===== config.mk =====
export PLATFORM = sky130hd
export DESIGN_NAME = stereo_serial_rx
export DESIGN_NICKNAME = d
export VERILOG_FILES = /design/src/rtl/stereo_serial_rx_pkg.sv /design/src/rtl/stereo_serial_rx_ctrl.sv /design/src/rtl/stereo_serial_rx_zmute.sv /design/src/rtl/stereo_serial_rx_dpath.sv /design/src/rtl/stereo_serial_rx.sv
export SDC_FILE = /design/constraint.sdc
export NUM_CORES = 1
export LEC_CHECK = 0
export ABC_AREA = 0
export BUFFER_PORTS_ARGS = -buffer_cell sky130_fd_sc_hd__buf_2
export CAP_MARGIN = 10
export CORE_UTILIZATION = 52
export DETAILED_ROUTE_END_ITERATION = 12
export PLACE_DENSITY = 0.75
export SLEW_MARGIN = 30
export SYNTH_ARGS = -nofsm -noshare
export SYNTH_HDL_FRONTEND = slang
export SYNTH_SLANG_ARGS = --single-unit
export TNS_END_PERCENT = 1

===== constraint.sdc =====
create_clock -name clk -period 1.93 [get_ports clk]
set_input_delay 0.386 -clock clk [delete_from_list [all_inputs] [get_ports clk]]
set_output_delay 0.386 -clock clk [all_outputs]
set_load 0.05 [all_outputs]

===== src/rtl/stereo_serial_rx_pkg.sv =====
package stereo_serial_rx_pkg;

  // Per-bit strobe passed from the framing control to the datapath.
  typedef struct packed {
    logic shiftEn;   // one serial bit is ready
    logic bitVal;    // value of that bit
    logic lastBit;   // bit completes a word
    logic isLeft;    // word belongs to the left channel
  } rx_strobe_t;

endpackage


===== src/rtl/stereo_serial_rx_ctrl.sv =====
module stereo_serial_rx_ctrl
  import stereo_serial_rx_pkg::*;
#(
  parameter int SAMPLE_W = 24
) (
  input  logic       clk,
  input  logic       rstN,
  input  logic       bitClk,
  input  logic       wordClk,
  input  logic       serData,
  input  logic       fmtLeftJust,
  output rx_strobe_t stb
);

  localparam int CNT_W = $clog2(SAMPLE_W + 1);
  localparam logic [CNT_W-1:0] LAST_IDX = CNT_W'(SAMPLE_W - 1);
  localparam logic [CNT_W-1:0] FULL_CNT = CNT_W'(SAMPLE_W);
  localparam logic [CNT_W-1:0] ONE_CNT  = CNT_W'(1);

  // Two-flop synchronisers, all with the same latency.
  logic [1:0] bclkSync;
  logic [1:0] wclkSync;
  logic [1:0] dataSync;
  logic       bclkPrev;

  always_ff @(posedge clk) begin
    if (!rstN) begin
      bclkSync <= '0;
      wclkSync <= '0;
      dataSync <= '0;
      bclkPrev <= 1'b0;
    end else begin
      bclkSync <= {bclkSync[0], bitClk};
      wclkSync <= {wclkSync[0], wordClk};
      dataSync <= {dataSync[0], serData};
      bclkPrev <= bclkSync[1];
    end
  end

  logic bclkRise;
  logic wcNow;
  logic dNow;
  assign bclkRise = bclkSync[1] & ~bclkPrev;
  assign wcNow    = wclkSync[1];
  assign dNow     = dataSync[1];

  // Framing state.
  logic [CNT_W-1:0] bitCnt;     // bits already taken in the current word
  logic             skipOne;    // I2S: one edge to let pass before the MSB
  logic             prevWord;   // word clock at the previous rising edge
  logic             curLeft;    // channel of the word in progress
  logic             newIsLeft;

  // Left is word clock low for I2S and high for left-justified.
  assign newIsLeft = (wcNow == fmtLeftJust);

  always_ff @(posedge clk) begin
    if (!rstN) begin
      bitCnt   <= FULL_CNT;
      skipOne  <= 1'b0;
      prevWord <= 1'b0;
      curLeft  <= 1'b0;
      stb      <= '0;
    end else begin
      stb <= '0;
      if (bclkRise) begin
        prevWord <= wcNow;
        if (wcNow != prevWord) begin
          curLeft <= newIsLeft;
          if (fmtLeftJust) begin
            stb.shiftEn <= 1'b1;
            stb.bitVal  <= dNow;
            stb.lastBit <= (SAMPLE_W == 1);
            stb.isLeft  <= newIsLeft;
            bitCnt      <= ONE_CNT;
            skipOne     <= 1'b0;
          end else begin
            bitCnt  <= '0;
            skipOne <= 1'b1;
          end
        end else if (skipOne || (bitCnt != '0 && bitCnt < FULL_CNT)) begin
          skipOne     <= 1'b0;
          stb.shiftEn <= 1'b1;
          stb.bitVal  <= dNow;
          stb.lastBit <= (bitCnt == LAST_IDX);
          stb.isLeft  <= curLeft;
          bitCnt      <= bitCnt + ONE_CNT;
        end
      end
    end
  end

endmodule


===== src/rtl/stereo_serial_rx_zmute.sv =====
module stereo_serial_rx_zmute #(
  parameter int ZERO_RUN = 2048
) (
  input  logic clk,
  input  logic rstN,
  input  logic enable,
  input  logic wordDone,
  input  logic wordIsZero,
  output logic muted
);

  localparam int RUN_W = $clog2(ZERO_RUN + 1);
  localparam logic [RUN_W-1:0] RUN_MAX  = RUN_W'(ZERO_RUN);
  localparam logic [RUN_W-1:0] RUN_LAST = RUN_W'(ZERO_RUN - 1);
  localparam logic [RUN_W-1:0] RUN_ONE  = RUN_W'(1);

  logic [RUN_W-1:0] zeroCnt;

  always_ff @(posedge clk) begin
    if (!rstN || !enable) begin
      zeroCnt <= '0;
      muted   <= 1'b0;
    end else if (wordDone) begin
      if (wordIsZero) begin
        if (zeroCnt != RUN_MAX) zeroCnt <= zeroCnt + RUN_ONE;
        if (zeroCnt == RUN_LAST) muted <= 1'b1;
      end else begin
        zeroCnt <= '0;
        muted   <= 1'b0;
      end
    end
  end

endmodule


===== src/rtl/stereo_serial_rx_dpath.sv =====
module stereo_serial_rx_dpath
  import stereo_serial_rx_pkg::*;
#(
  parameter int SAMPLE_W = 24,
  parameter int ZERO_RUN = 2048,
  parameter int NUM_CH   = 2
) (
  input  logic                clk,
  input  logic                rstN,
  input  logic                zeroMuteEn,
  input  rx_strobe_t          stb,
  output logic [SAMPLE_W-1:0] leftSample,
  output logic [SAMPLE_W-1:0] rightSample,
  output logic                sampleValid,
  output logic [NUM_CH-1:0]   chanMuted
);

  logic [SAMPLE_W-1:0] shiftReg;
  logic [SAMPLE_W-1:0] leftHold;
  logic [SAMPLE_W-1:0] newWord;
  logic                wordEnd;

  assign newWord = {shiftReg[SAMPLE_W-2:0], stb.bitVal};
  assign wordEnd = stb.shiftEn & stb.lastBit;

  always_ff @(posedge clk) begin
    if (!rstN) begin
      shiftReg    <= '0;
      leftHold    <= '0;
      leftSample  <= '0;
      rightSample <= '0;
      sampleValid <= 1'b0;
    end else begin
      sampleValid <= 1'b0;
      if (stb.shiftEn) shiftReg <= newWord;
      if (wordEnd) begin
        if (stb.isLeft) begin
          leftHold <= newWord;
        end else begin
          leftSample  <= leftHold;
          rightSample <= newWord;
          sampleValid <= 1'b1;
        end
      end
    end
  end

  // One zero-run detector per channel; index 0 is left.
  for (genvar ch = 0; ch < NUM_CH; ch++) begin : g_zmute
    logic chDone;
    assign chDone = wordEnd & (stb.isLeft == (ch == 0));
    stereo_serial_rx_zmute #(.ZERO_RUN(ZERO_RUN)) i_zmute (
      .clk        (clk),
      .rstN       (rstN),
      .enable     (zeroMuteEn),
      .wordDone   (chDone),
      .wordIsZero (newWord == '0),
      .muted      (chanMuted[ch])
    );
  end

endmodule


===== src/rtl/stereo_serial_rx.sv =====
module stereo_serial_rx
  import stereo_serial_rx_pkg::*;
#(
  parameter int SAMPLE_W = 24,
  parameter int ZERO_RUN = 2048
) (
  input  logic                clk,
  input  logic                rstN,
  input  logic                bitClk,
  input  logic                wordClk,
  input  logic                serData,
  input  logic                fmtLeftJust,
  input  logic                zeroMuteEn,
  output logic [SAMPLE_W-1:0] leftSample,
  output logic [SAMPLE_W-1:0] rightSample,
  output logic                sampleValid,
  output logic                leftMuted,
  output logic                rightMuted
);

  localparam int NUM_CH = 2;

  rx_strobe_t        stb;
  logic [NUM_CH-1:0] chanMuted;

  stereo_serial_rx_ctrl #(.SAMPLE_W(SAMPLE_W)) i_ctrl (
    .clk         (clk),
    .rstN        (rstN),
    .bitClk      (bitClk),
    .wordClk     (wordClk),
    .serData     (serData),
    .fmtLeftJust (fmtLeftJust),
    .stb         (stb)
  );

  stereo_serial_rx_dpath #(
    .SAMPLE_W (SAMPLE_W),
    .ZERO_RUN (ZERO_RUN),
    .NUM_CH   (NUM_CH)
  ) i_dpath (
    .clk         (clk),
    .rstN        (rstN),
    .zeroMuteEn  (zeroMuteEn),
    .stb         (stb),
    .leftSample  (leftSample),
    .rightSample (rightSample),
    .sampleValid (sampleValid),
    .chanMuted   (chanMuted)
  );

  assign leftMuted  = chanMuted[0];
  assign rightMuted = chanMuted[1];

endmodule


Yosys cells after proc, flatten, opt, wreduce, memory -nomap -nowiden
Cells that the tools add are included.
Widths: inputs -> output; s select.
{"block": "totals", "input_bits": 7, "elab_cells": 78, "reg_bits": 141}
{"block": "classes", "eq_ne": 11, "n_reduce_logical": 18, "mux": 18, "addsub": 3, "n_bitwise": 6, "order_cmp": 1}
{"op": "$mux 12", "count": 4}
{"op": "$add 12x1->12 const B", "count": 2}
{"op": "$eq 12x11->1 const B", "count": 2}
{"op": "$logic_not 24->1", "count": 1}
{"op": "$ne 12x12->1 const B", "count": 2}
{"op": "$reduce_and 2->1", "count": 10}
{"op": "$mux 4", "count": 3}
{"op": "$mux 5", "count": 2}
{"op": "$mux 1", "count": 9}
{"op": "$add 5x1->5 const B", "count": 1}
{"op": "$eq 5x5->1 const B", "count": 1}
{"op": "$lt 5x5->1 const B", "count": 1}
{"op": "$reduce_bool 5->1", "count": 1}
{"op": "$and 1x1->1", "count": 4}
{"op": "$ne 2x1->1 const B", "count": 2}
{"op": "$ne 2x2->1 const B", "count": 2}
{"op": "$logic_not 1->1", "count": 2}
{"op": "$logic_or 1x1->1", "count": 2}
{"op": "$not 1->1", "count": 2}
{"op": "$reduce_bool 2->1", "count": 1}
{"op": "$eq 1x1->1", "count": 1}
{"op": "$logic_and 1x1->1", "count": 1}
{"op": "$ne 1x1->1", "count": 1}

Logic depth before layout (Yosys ltp)
Gate-level depths: netlist (run 1).
{"block": "depth", "depth_word": 5, "mapped_depth": 7, "depth_no_buf": 7}

Cells and area by module
From an unflattened synthesis (run 1), not the netlist that was laid out.
{"block": "hier_totals", "hier_cells": 676, "hier_area_um2": 6132.1}
{"mod": "stereo_serial_rx_dpath", "n_inst": 1, "area_per_inst_um2": 3656.0, "cells_each": 399}
{"mod": "stereo_serial_rx_zmute", "n_inst": 2, "area_per_inst_um2": 825.8, "cells_each": 96}
{"mod": "stereo_serial_rx_ctrl", "n_inst": 1, "area_per_inst_um2": 824.5, "cells_each": 85}

Least setup slack after synthesis (run 1)
No wires, ideal clock.
{"block": "synth_path", "kind": "register to register", "from": "register i_dpath.shiftReg[10]", "to": "register i_dpath.g_zmute[1].i_zmute.zeroCnt[8]", "required_time_ns": 1.856, "path_buffers": 1, "path_stages_with_launch": 7, "slack_ns": 0.127, "arrival_ns": 1.728, "synth_period_minus_slack_ns": 1.803, "path_cell_list": "dfxtp_1 -> nor4_1 -> nand4_1 -> or2_1 -> buf_6 -> or4_1 -> a31oi_1"}
{"block": "synth_via", "elab_chain_len": 3}
{"item": "start, declared", "line": "stereo_serial_rx_dpath.sv:18", "source": "logic [SAMPLE_W-1:0] shiftReg;"}
{"item": "start signal, assigned", "line": "stereo_serial_rx_dpath.sv:35", "source": "if (stb.shiftEn) shiftReg <= newWord;"}
{"item": "$logic_not 24->1 *", "line": "stereo_serial_rx_dpath.sv:57", "source": ".wordIsZero (newWord == '0),"}
{"item": "$ne 2x2->1 (no source line)"}
{"item": "$reduce_and 2->1 (no source line)"}
{"item": "end signal, assigned", "line": "stereo_serial_rx_zmute.sv:25", "source": "if (zeroCnt != RUN_MAX) zeroCnt <= zeroCnt + RUN_ONE;"}
{"item": "end, declared", "line": "stereo_serial_rx_zmute.sv:17", "source": "logic [RUN_W-1:0] zeroCnt;"}
Mark *: on every way between the ends. The rest lies on a longest branch, timed or not.
A chain may end at the register's enable or synchronous reset.

Final worst setup path (run 1)
{"block": "layout_path", "from": "register i_dpath.shiftReg[18]", "to": "register i_dpath.g_zmute[1].i_zmute.zeroCnt[5]"}
Same word-level chain as after synthesis.

==> results of run 1 <==
==> logic make-up after synthesis <==
logic type	Yosys count	synth area share (%)
DFF	141	51.8
and+or+nand+nor	305	25.1
buffers and inverters	46	3.33
adders and majority gates	7	1.61
xor gates and xnor gates	10	1.61
AOI/OAI and AO/OA	125	12.4
muxes	23	4.22
==> how the worst max path moves through the flow <==
stage / start / to / slack [ns] / cells after the start
final: i_dpath.shiftReg[18]$_SDFFE_PN0P_ / i_dpath.g_zmute[1].i_zmute.zeroCnt[5]$_SDFFE_PP0P_ / 0.09 / 5
after global routing: i_dpath.shiftReg[2]$_SDFFE_PN0P_ / i_dpath.g_zmute[1].i_zmute.zeroCnt[8]$_SDFFE_PP0P_ / 0.007 / 5
after CTS: i_dpath.shiftReg[18]$_SDFFE_PN0P_ / i_dpath.g_zmute[1].i_zmute.zeroCnt[5]$_SDFFE_PP0P_ / 0.02 / 5
after detailed placement: i_dpath.shiftReg[18]$_SDFFE_PN0P_ / i_dpath.g_zmute[1].i_zmute.zeroCnt[8]$_SDFFE_PP0P_ / 0.10 / 5
after global placement: i_dpath.shiftReg[18]$_SDFFE_PN0P_ / i_dpath.g_zmute[1].i_zmute.zeroCnt[8]$_SDFFE_PP0P_ / 0.13 / 5
after floorplan: i_dpath.shiftReg[10]$_SDFFE_PN0P_ / i_dpath.g_zmute[1].i_zmute.zeroCnt[8]$_SDFFE_PP0P_ / 0.13 / 6
==> area by class of cell <==
cell class              count  area share [%]
clock buffers              17            6.34
clock inverters            15            2.15
inverters                   8           0.460
multi-input cells         470            38.1
flip-flops and latches    141            43.2
well taps                 136            2.60
repair buffers             77            7.11
==> where the power goes <==
| part | switching (mW) | total (mW) | internal (mW) |
|---|---|---|---|
| clock network | 1.39 | 3.04 | 1.65 |
| registers | 0.00435 | 2.92 | 2.92 |
| logic | 0.0695 | 0.102 | 0.0326 |
| total | 1.46 | 6.06 | 4.60 |
==> repair_timing <==
action / CTS / global route
endpoints found under the setup margin: 0 / 18
resized for setup: 0 / 9
hold buffers: 0 / 0
==> worst register-to-register path, stage by stage (launching register included) <==
cell     delay, ns
dfxtp_1       0.36
nor4_2        0.30
nand4_1       0.18
or2_4         0.30
or4_1         0.47
a31oi_1       0.15
==> registers in the layout, indices dropped and copies added (netlist names) <==
signal and flops:
i_ctrl.bclkSync 2, i_dpath.g_zmute.i_zmute.zeroCnt 24, i_dpath.rightSample 24, i_ctrl.wclkSync 2, i_ctrl.stb 4, i_dpath.g_zmute.i_zmute.muted 2, i_ctrl.curLeft 1, i_ctrl.prevWord 1
i_dpath.shiftReg 23, i_dpath.leftHold 24, i_ctrl.dataSync 2, i_ctrl.bclkPrev 1, i_dpath.leftSample 24, i_ctrl.skipOne 1, i_ctrl.bitCnt 5, i_dpath.sampleValid 1
==> layer usage <==
layer | routed length [um] | share of wire [%] | vias to the layer above
met5 | 0 | 0 | -
met4 | 103 | 0.85 | 0
met3 | 641 | 5.3 | 12
met2 | 5780 | 48 | 140
met1 | 5560 | 46 | 2186
li1 | - | - | 2354
==> per-stage QoR <==
stage / total power [mW] / hold slack [ns] / utilization [%] / instance area [um2] / instances
detailed placement: 3.09 / 0.416 / 58.0 / 5940 / 832
CTS: 6.12 / 0.0532 / 63.5 / 6490 / 864
global placement: 3.09 / 0.416 / 58.0 / 5940 / 832
finish: 6.06 / 0.0699 / 63.8 / 6530 / 864
global route: 6.26 / 0.0518 / 63.8 / 6530 / 864
floorplan: 3.05 / 0.406 / - / 5450 / 657
==> cells in the final DEF, fill, tap and decap left out, types with 2 or more instances in the layout <==
cell type,Yosys,layout
a21oi_1,94,94
a22oi_1,2,2
a31oi_1,5,5
and2_1,9,9
and3_1,11,11
and4_1,3,3
buf_12,0,2
buf_2,1,57
buf_4,0,17
clkbuf_16,0,16
clkinvlp_4,0,2
dfxtp_1,141,141
ha_1,7,7
inv_1,8,7
inv_6,0,5
inv_8,0,6
mux2i_1,23,23
nand2_1,171,171
nand2b_1,2,2
nand3_1,12,12
nand3b_1,3,3
nand4_1,9,9
nand4b_1,3,3
nor2_1,51,50
nor2b_1,3,3
nor3_1,11,10
nor3b_1,2,2
nor4_2,1,5
nor4b_1,4,4
o211ai_1,2,2
o21ai_0,11,10
o21ai_1,2,2
or4_1,2,2
xnor2_1,4,4
xor2_1,6,6
==> summary.md, run 1 <==
| Metric | Value |
|---|---|
| Outcome | completed |
| Multi-input combinational cell area | 2490 um2 |
| Final ANT Viol Nets | 0 |
| H-tree depth | 4 |
| CTS buffer count | 17 |
| Max VDD drop | 0.580 mV |
| Slew HR | 63.2% |
| CP Launch Type | flop |
| Syn-to-layout area delta | 19.8% |
| Site row count | 37 |
| Crit-path max cell delay | 0.47 ns |
| Routability cong. | 0.852 |
| Syn avg cell area | 8.30 um2 |
| Final setup vio count | 0 |
| Clock latency at the later pin of the worst-skew pair | 0.53 ns |
| Crit-path cells | nor4_2, nand4_1, or2_4, or4_1, a31oi_1 |
| DP Worst Slack | 0.103 ns |
| Slew @ Worst Pin | 0.550 ns |
| Reg clk slew, reported paths | 0.07 ns |
| TNS Setup | 0 ns |
| Crit-path max FO | 5 |
| Layout cell share with drive strength beyond 1 | 16.5% |
| Final hold violation count | 0 |
| Top Usage Layer GRT | met2 |
| Core area | 10200 um2 |
| Cell count after synthesis | 657 |
| RSZ-0062 raised after global routing | yes |
| Setup crit end kind | flop |
| Vias in the first global route | 4472 |
| Cell family with most CP delay | simple AND/OR/NAND/NOR gates |
| CP arrival | 2.28 ns |
| R2R Path Start | i_dpath.shiftReg[18]$_SDFFE_PN0P_ |
| Die H | 104 um |
| GR Util All Layers | 23.4% |
| Synth warn | 0 |
| # diodes | 0 |
| Met2 Track Usage GR | 37.7% |
| Hold WC Path Type | input pin to flop |
| Reg-to-reg endpoint | i_dpath.g_zmute[1].i_zmute.zeroCnt[5]$_SDFFE_PP0P_ |
| Post-Synthesis Net Count | 671 |
| Initial core utilization | 53.3% |
| Setup Skew | 0.0111 ns |
| # fillers | 845 |
| Worst-path cell with the longest stage delay | or4_1 |
| Min cycle time layout | 1.84 ns |
| CP Buf/Inv Count | 0 |
| R2R cell count | 5 |
| Slew Limit Fails | 0 |
| Largest net degree at the start of global routing | 49 |
| 1st-iter DRT viols | 279 |
| TritonCTS clock tree | yes |
| Die footprint | 10900 um2 |
| Post-CTS Setup Repair Bufs | 0 |
| DR vias | 4692 |
| Distinct cells, synth | 45 |
| Commonest cells post-synth | nand2_1, dfxtp_1, a21oi_1 |
| CP required | 2.37 ns |
| Initial antenna violation count | 0 |
| Worst-case clock buffer depth | 2 |
| # DRC | 0 |
| Port-buffer cells | 57 |
| Ys flop type | dfxtp_1 |
| Post-DP HPWL | 8110 um |
| Clk sink count | 141 |
| End point of the worst hold path | i_ctrl.bclkSync[0]$_SDFF_PN0_ |
| FMAX | 0.544 GHz |
| Drt pass-1 iters | 6 |
| LEAKAGE | 2.43 nW |
| Met3 Use GR | 5.45% |
| Synth async-reset ratio | 0% |
| Seq/Total Area, Yosys | 51.8% |
| GRT overflow | 0 |
| Top cells by area, synth | dfxtp_1, nand2_1, a21oi_1 |
| Per-cell routed wire length | 14.0 um |
| Hold-critical path depth | 2 |
| Vias per inst | 5.43 |
| WS Path Type | flop to flop |
| Root Driver | clkbuf_8 |
| Hold_sp | bitClk |
| R2R setup slack | 0.09 ns |
| Register bit count reported by yosys | 141 |
| Drt total wl | 12100 um |
| EDFF count, synth | 0 |
| Most numerous cell in the Yosys netlist | nand2_1 |
| Max capacitance violation total | 0 |
| # nets final | 729 |
| Share of the synthesized area in the top cell type | 51.8% |
| Die span in x | 104 um |
| FF+latch area | 2820 um2 |
| Io pins | 58 |
| First-pass GRT wire length | 20700 um |
| Fin crit share | 95.2% |
| Worst setup margin | 0.0917 ns |
| Syn Std Cell Area | 5450 um2 |
| Post-synth top area cell | dfxtp_1 |
| Met1 usage | 30.3% |
| Power Density | 928 nW/um2 |
No activity file was read; power rests on OpenSTA's default activity.
==> run 2: changes to the inputs <==
Settings changed: CELL_PAD_IN_SITES_DETAIL_PLACEMENT set to 0, CELL_PAD_IN_SITES_GLOBAL_PLACEMENT set to 1, CORE_UTILIZATION 52 to 47, PLACE_DENSITY 0.75 to not set, PLACE_DENSITY_LB_ADDON set to 0.1.
Clock period 1.93 ns to 2.3 ns, I/O delays scaled along.
==> run 2 against run 1 <==
Effect of this change:
- via count decreased by 2.4%
- critical path depth stayed put
- die area is 10% higher
- clock power shrank 19%
- global-route usage down 2.1 points
- design area fell by 2.0%
- worst setup slack improved by 0.16 ns
- sequential power fell by 16%
- flip-flop and latch count unchanged
- utilization shrank 6.1 points
- count of clock-buffer cells in the layout increased by 9
- register-to-register slack improved by 0.16 ns
- largest cell class unchanged
==> summary.md, run 2 (same netlist as run 1, synthesis figures left out) <==
| Metric | Value |
|---|---|
| Max VDD drop | 0.664 mV (+14%) |
| Commonest non-fill, non-tap cell in the layout | nand2_1 |
| Io pins | 58 (unchanged) |
| Final setup vio count | 0 (unchanged) |
| GRT overflow | 0 (unchanged) |
| Vias per inst | 5.36 (-1.3%) |
| GR Util All Layers | 21.3% (-2.1 points) |
| Design area | 6400 um2 (-2.0%) |
| Die span in x | 110 um (+5.1%) |
| Post-DP HPWL | 8030 um (-0.89%) |
| R2R setup slack | 0.25 ns (+0.16 ns) |
| Crit-path max FO | 8 (+3) |
| R2R cell count | 5 (unchanged) |
| Hold-critical path depth | 2 (unchanged) |
| Root Driver | clkbuf_16 |
| Die H | 110 um (+5.1%) |
| Clk sink count | 141 (unchanged) |
| FMAX | 0.488 GHz (-10%) |
| Reg clk slew, reported paths | 0.05 ns (-0.02 ns) |
| Per-cell routed wire length | 14.1 um (+1.1%) |
| Routability cong. | 0.789 (-7.4%) |
| WS Path Type | flop to flop |
| Max capacitance violation total | 0 (unchanged) |
| Minimum hold slack | 0.253 ns (+0.183 ns) |
| Site row count | 38 (+2.7%) |
| Post_cts resized | 0 (unchanged) |
| Largest net degree at the start of global routing | 49 (unchanged) |
| Post-CTS Setup Repair Bufs | 0 (unchanged) |
| Final ANT Viol Nets | 0 (unchanged) |
| Min cycle time layout | 2.05 ns (+0.212 ns) |
| Hold Buf Count CTS | 0 (unchanged) |
| Hold_sp | bitClk |
| Slew HR | 58.9% (-4.3 points) |
| Slew Limit Fails | 0 (unchanged) |
| TritonCTS clock tree | yes |
| RSZ-0062 raised after global routing | no |
| Worst-path cell with the longest stage delay | or4_1 |
| Initial core utilization | 49.2% (-4.1 points) |
| CP Launch Type | flop |
| Initial antenna violation count | 0 (unchanged) |
| 1st-iter DRT viols | 283 (+1.4%) |
| End point of the worst hold path | i_ctrl.bclkSync[0]$_SDFF_PN0_ |
| R2R Path Start | i_dpath.shiftReg[10]$_SDFFE_PN0P_ |
| Most frequent cells in the layout | nand2_1, dfxtp_1, a21oi_1 |
| Power Density | 781 nW/um2 (-16%) |
| # DRC | 0 (unchanged) |
| CTS buffer count | 17 (unchanged) |
| Reg-to-reg endpoint | i_dpath.g_zmute[1].i_zmute.zeroCnt[8]$_SDFFE_PP0P_ |
| Crit-path max cell delay | 0.50 ns (+0.03 ns) |
| Layout cell share with drive strength beyond 1 | 13.1% (-3.3 points) |
| Die footprint | 12000 um2 (+10%) |
| Setup crit end kind | flop |
| Slew @ Worst Pin | 0.615 ns (+0.0648 ns) |
| Port-buffer cells | 57 (unchanged) |
| # nets final | 720 (-1.2%) |
| # diodes | 0 (unchanged) |
| Post-DP Area | 5880 um2 (-1.1%) |
| Clock latency at the later pin of the worst-skew pair | 0.41 ns (-0.12 ns) |
| H-tree depth | 4 (unchanged) |
| Setup Skew | 0.00666 ns (-0.00442 ns) |
| Worst-case clock buffer depth | 2 (unchanged) |
| CP required | 2.63 ns (+0.26 ns) |
| Crit-path cells | nor4_1, nand4_1, or2_1, or4_1, a31oi_1 |
| Core area | 11100 um2 (+8.3%) |
| Outcome | completed |
| CP arrival | 2.38 ns (+0.10 ns) |
| Syn-to-layout area delta | 17.4% |
| Drt total wl | 12100 um (about the same) |
| Drt pass-1 iters | 5 (-1) |
| DR vias | 4581 (-2.4%) |
| Hold WC Path Type | input pin to flop |
| TNS Setup | 0 ns (unchanged) |
| LEAKAGE | 2.36 nW (-3.0%) |
| First-pass GRT wire length | 19600 um (-5.3%) |
| Vias in the first global route | 4153 (-7.1%) |
| Final hold violation count | 0 (unchanged) |
| Fin crit share | 89.1% (-6.1 points) |
## run 2: changes by cell type in the layout (fill, tap and decap cells not counted), sizes merged
| cell | delta |
|---|---|
| bufinv | +1 |
| buf | -9 |
| clkbuf | +9 |
| clkinv | -1 |
| inv | -11 |
| clkinvlp | -2 |
## run 2: final cells by class
cell class	instances	area (um2)
well taps	140	175
clock inverters	2	35.0
clock buffers	26	489
flip-flops and latches	141	2820
multi-input cells	470	2450
repair buffers	68	393
fillers	1031	4680
inverters	8	30.0
## run 2: power breakdown
part           internal (mW)  leakage, nW  total, mW  switching, mW
registers               2.45         1.14       2.46        0.00391
logic                 0.0248        0.964     0.0833         0.0585
clock network           1.55        0.256       2.46          0.915
## run 2: metrics by stage
stage               util, %  worst slack [ns]  std cells  total power, mW
floorplan                 -             0.497        657             2.56
detailed placement     53.0             0.270        827             2.59
CTS                    57.8             0.252        855             5.06
finish                 57.8             0.250        855             5.00
global route           57.8            0.0624        855             5.17
global placement       53.0             0.301        827             2.59
## run 2: worst max-delay path: cells and delay by family (launching register included)
family | cells | cell delay (ns)
AO/OA/AOI/OAI | 1 | 0.16
flip-flops | 1 | 0.36
AND/OR/NAND/NOR | 4 | 1.45
## run 2: worst max-delay path by stage
stage | slack [ns] | from | endpoint | cells past startpoint
finish | 0.25 | i_dpath.shiftReg[10]$_SDFFE_PN0P_ | i_dpath.g_zmute[1].i_zmute.zeroCnt[8]$_SDFFE_PP0P_ | 5
global route | 0.06 | i_dpath.shiftReg[0]$_SDFFE_PN0P_ | i_dpath.g_zmute[1].i_zmute.zeroCnt[8]$_SDFFE_PP0P_ | 5
CTS | 0.25 | i_dpath.shiftReg[10]$_SDFFE_PN0P_ | i_dpath.g_zmute[1].i_zmute.zeroCnt[8]$_SDFFE_PP0P_ | 5
detailed placement | 0.27 | i_dpath.shiftReg[10]$_SDFFE_PN0P_ | i_dpath.g_zmute[1].i_zmute.zeroCnt[8]$_SDFFE_PP0P_ | 5
global placement | 0.30 | i_dpath.shiftReg[10]$_SDFFE_PN0P_ | i_dpath.g_zmute[1].i_zmute.zeroCnt[8]$_SDFFE_PP0P_ | 5
floorplan | 0.50 | i_dpath.shiftReg[10]$_SDFFE_PN0P_ | i_dpath.g_zmute[1].i_zmute.zeroCnt[8]$_SDFFE_PP0P_ | 6
## run 2: layer usage
metal	track usage [%]	share of wire, %	up-vias
met5	0	0	-
met4	10.4	1.3	0
met3	4.68	4.9	14
met2	32.3	44	130
met1	28.7	50	2116
li1	-	-	2321
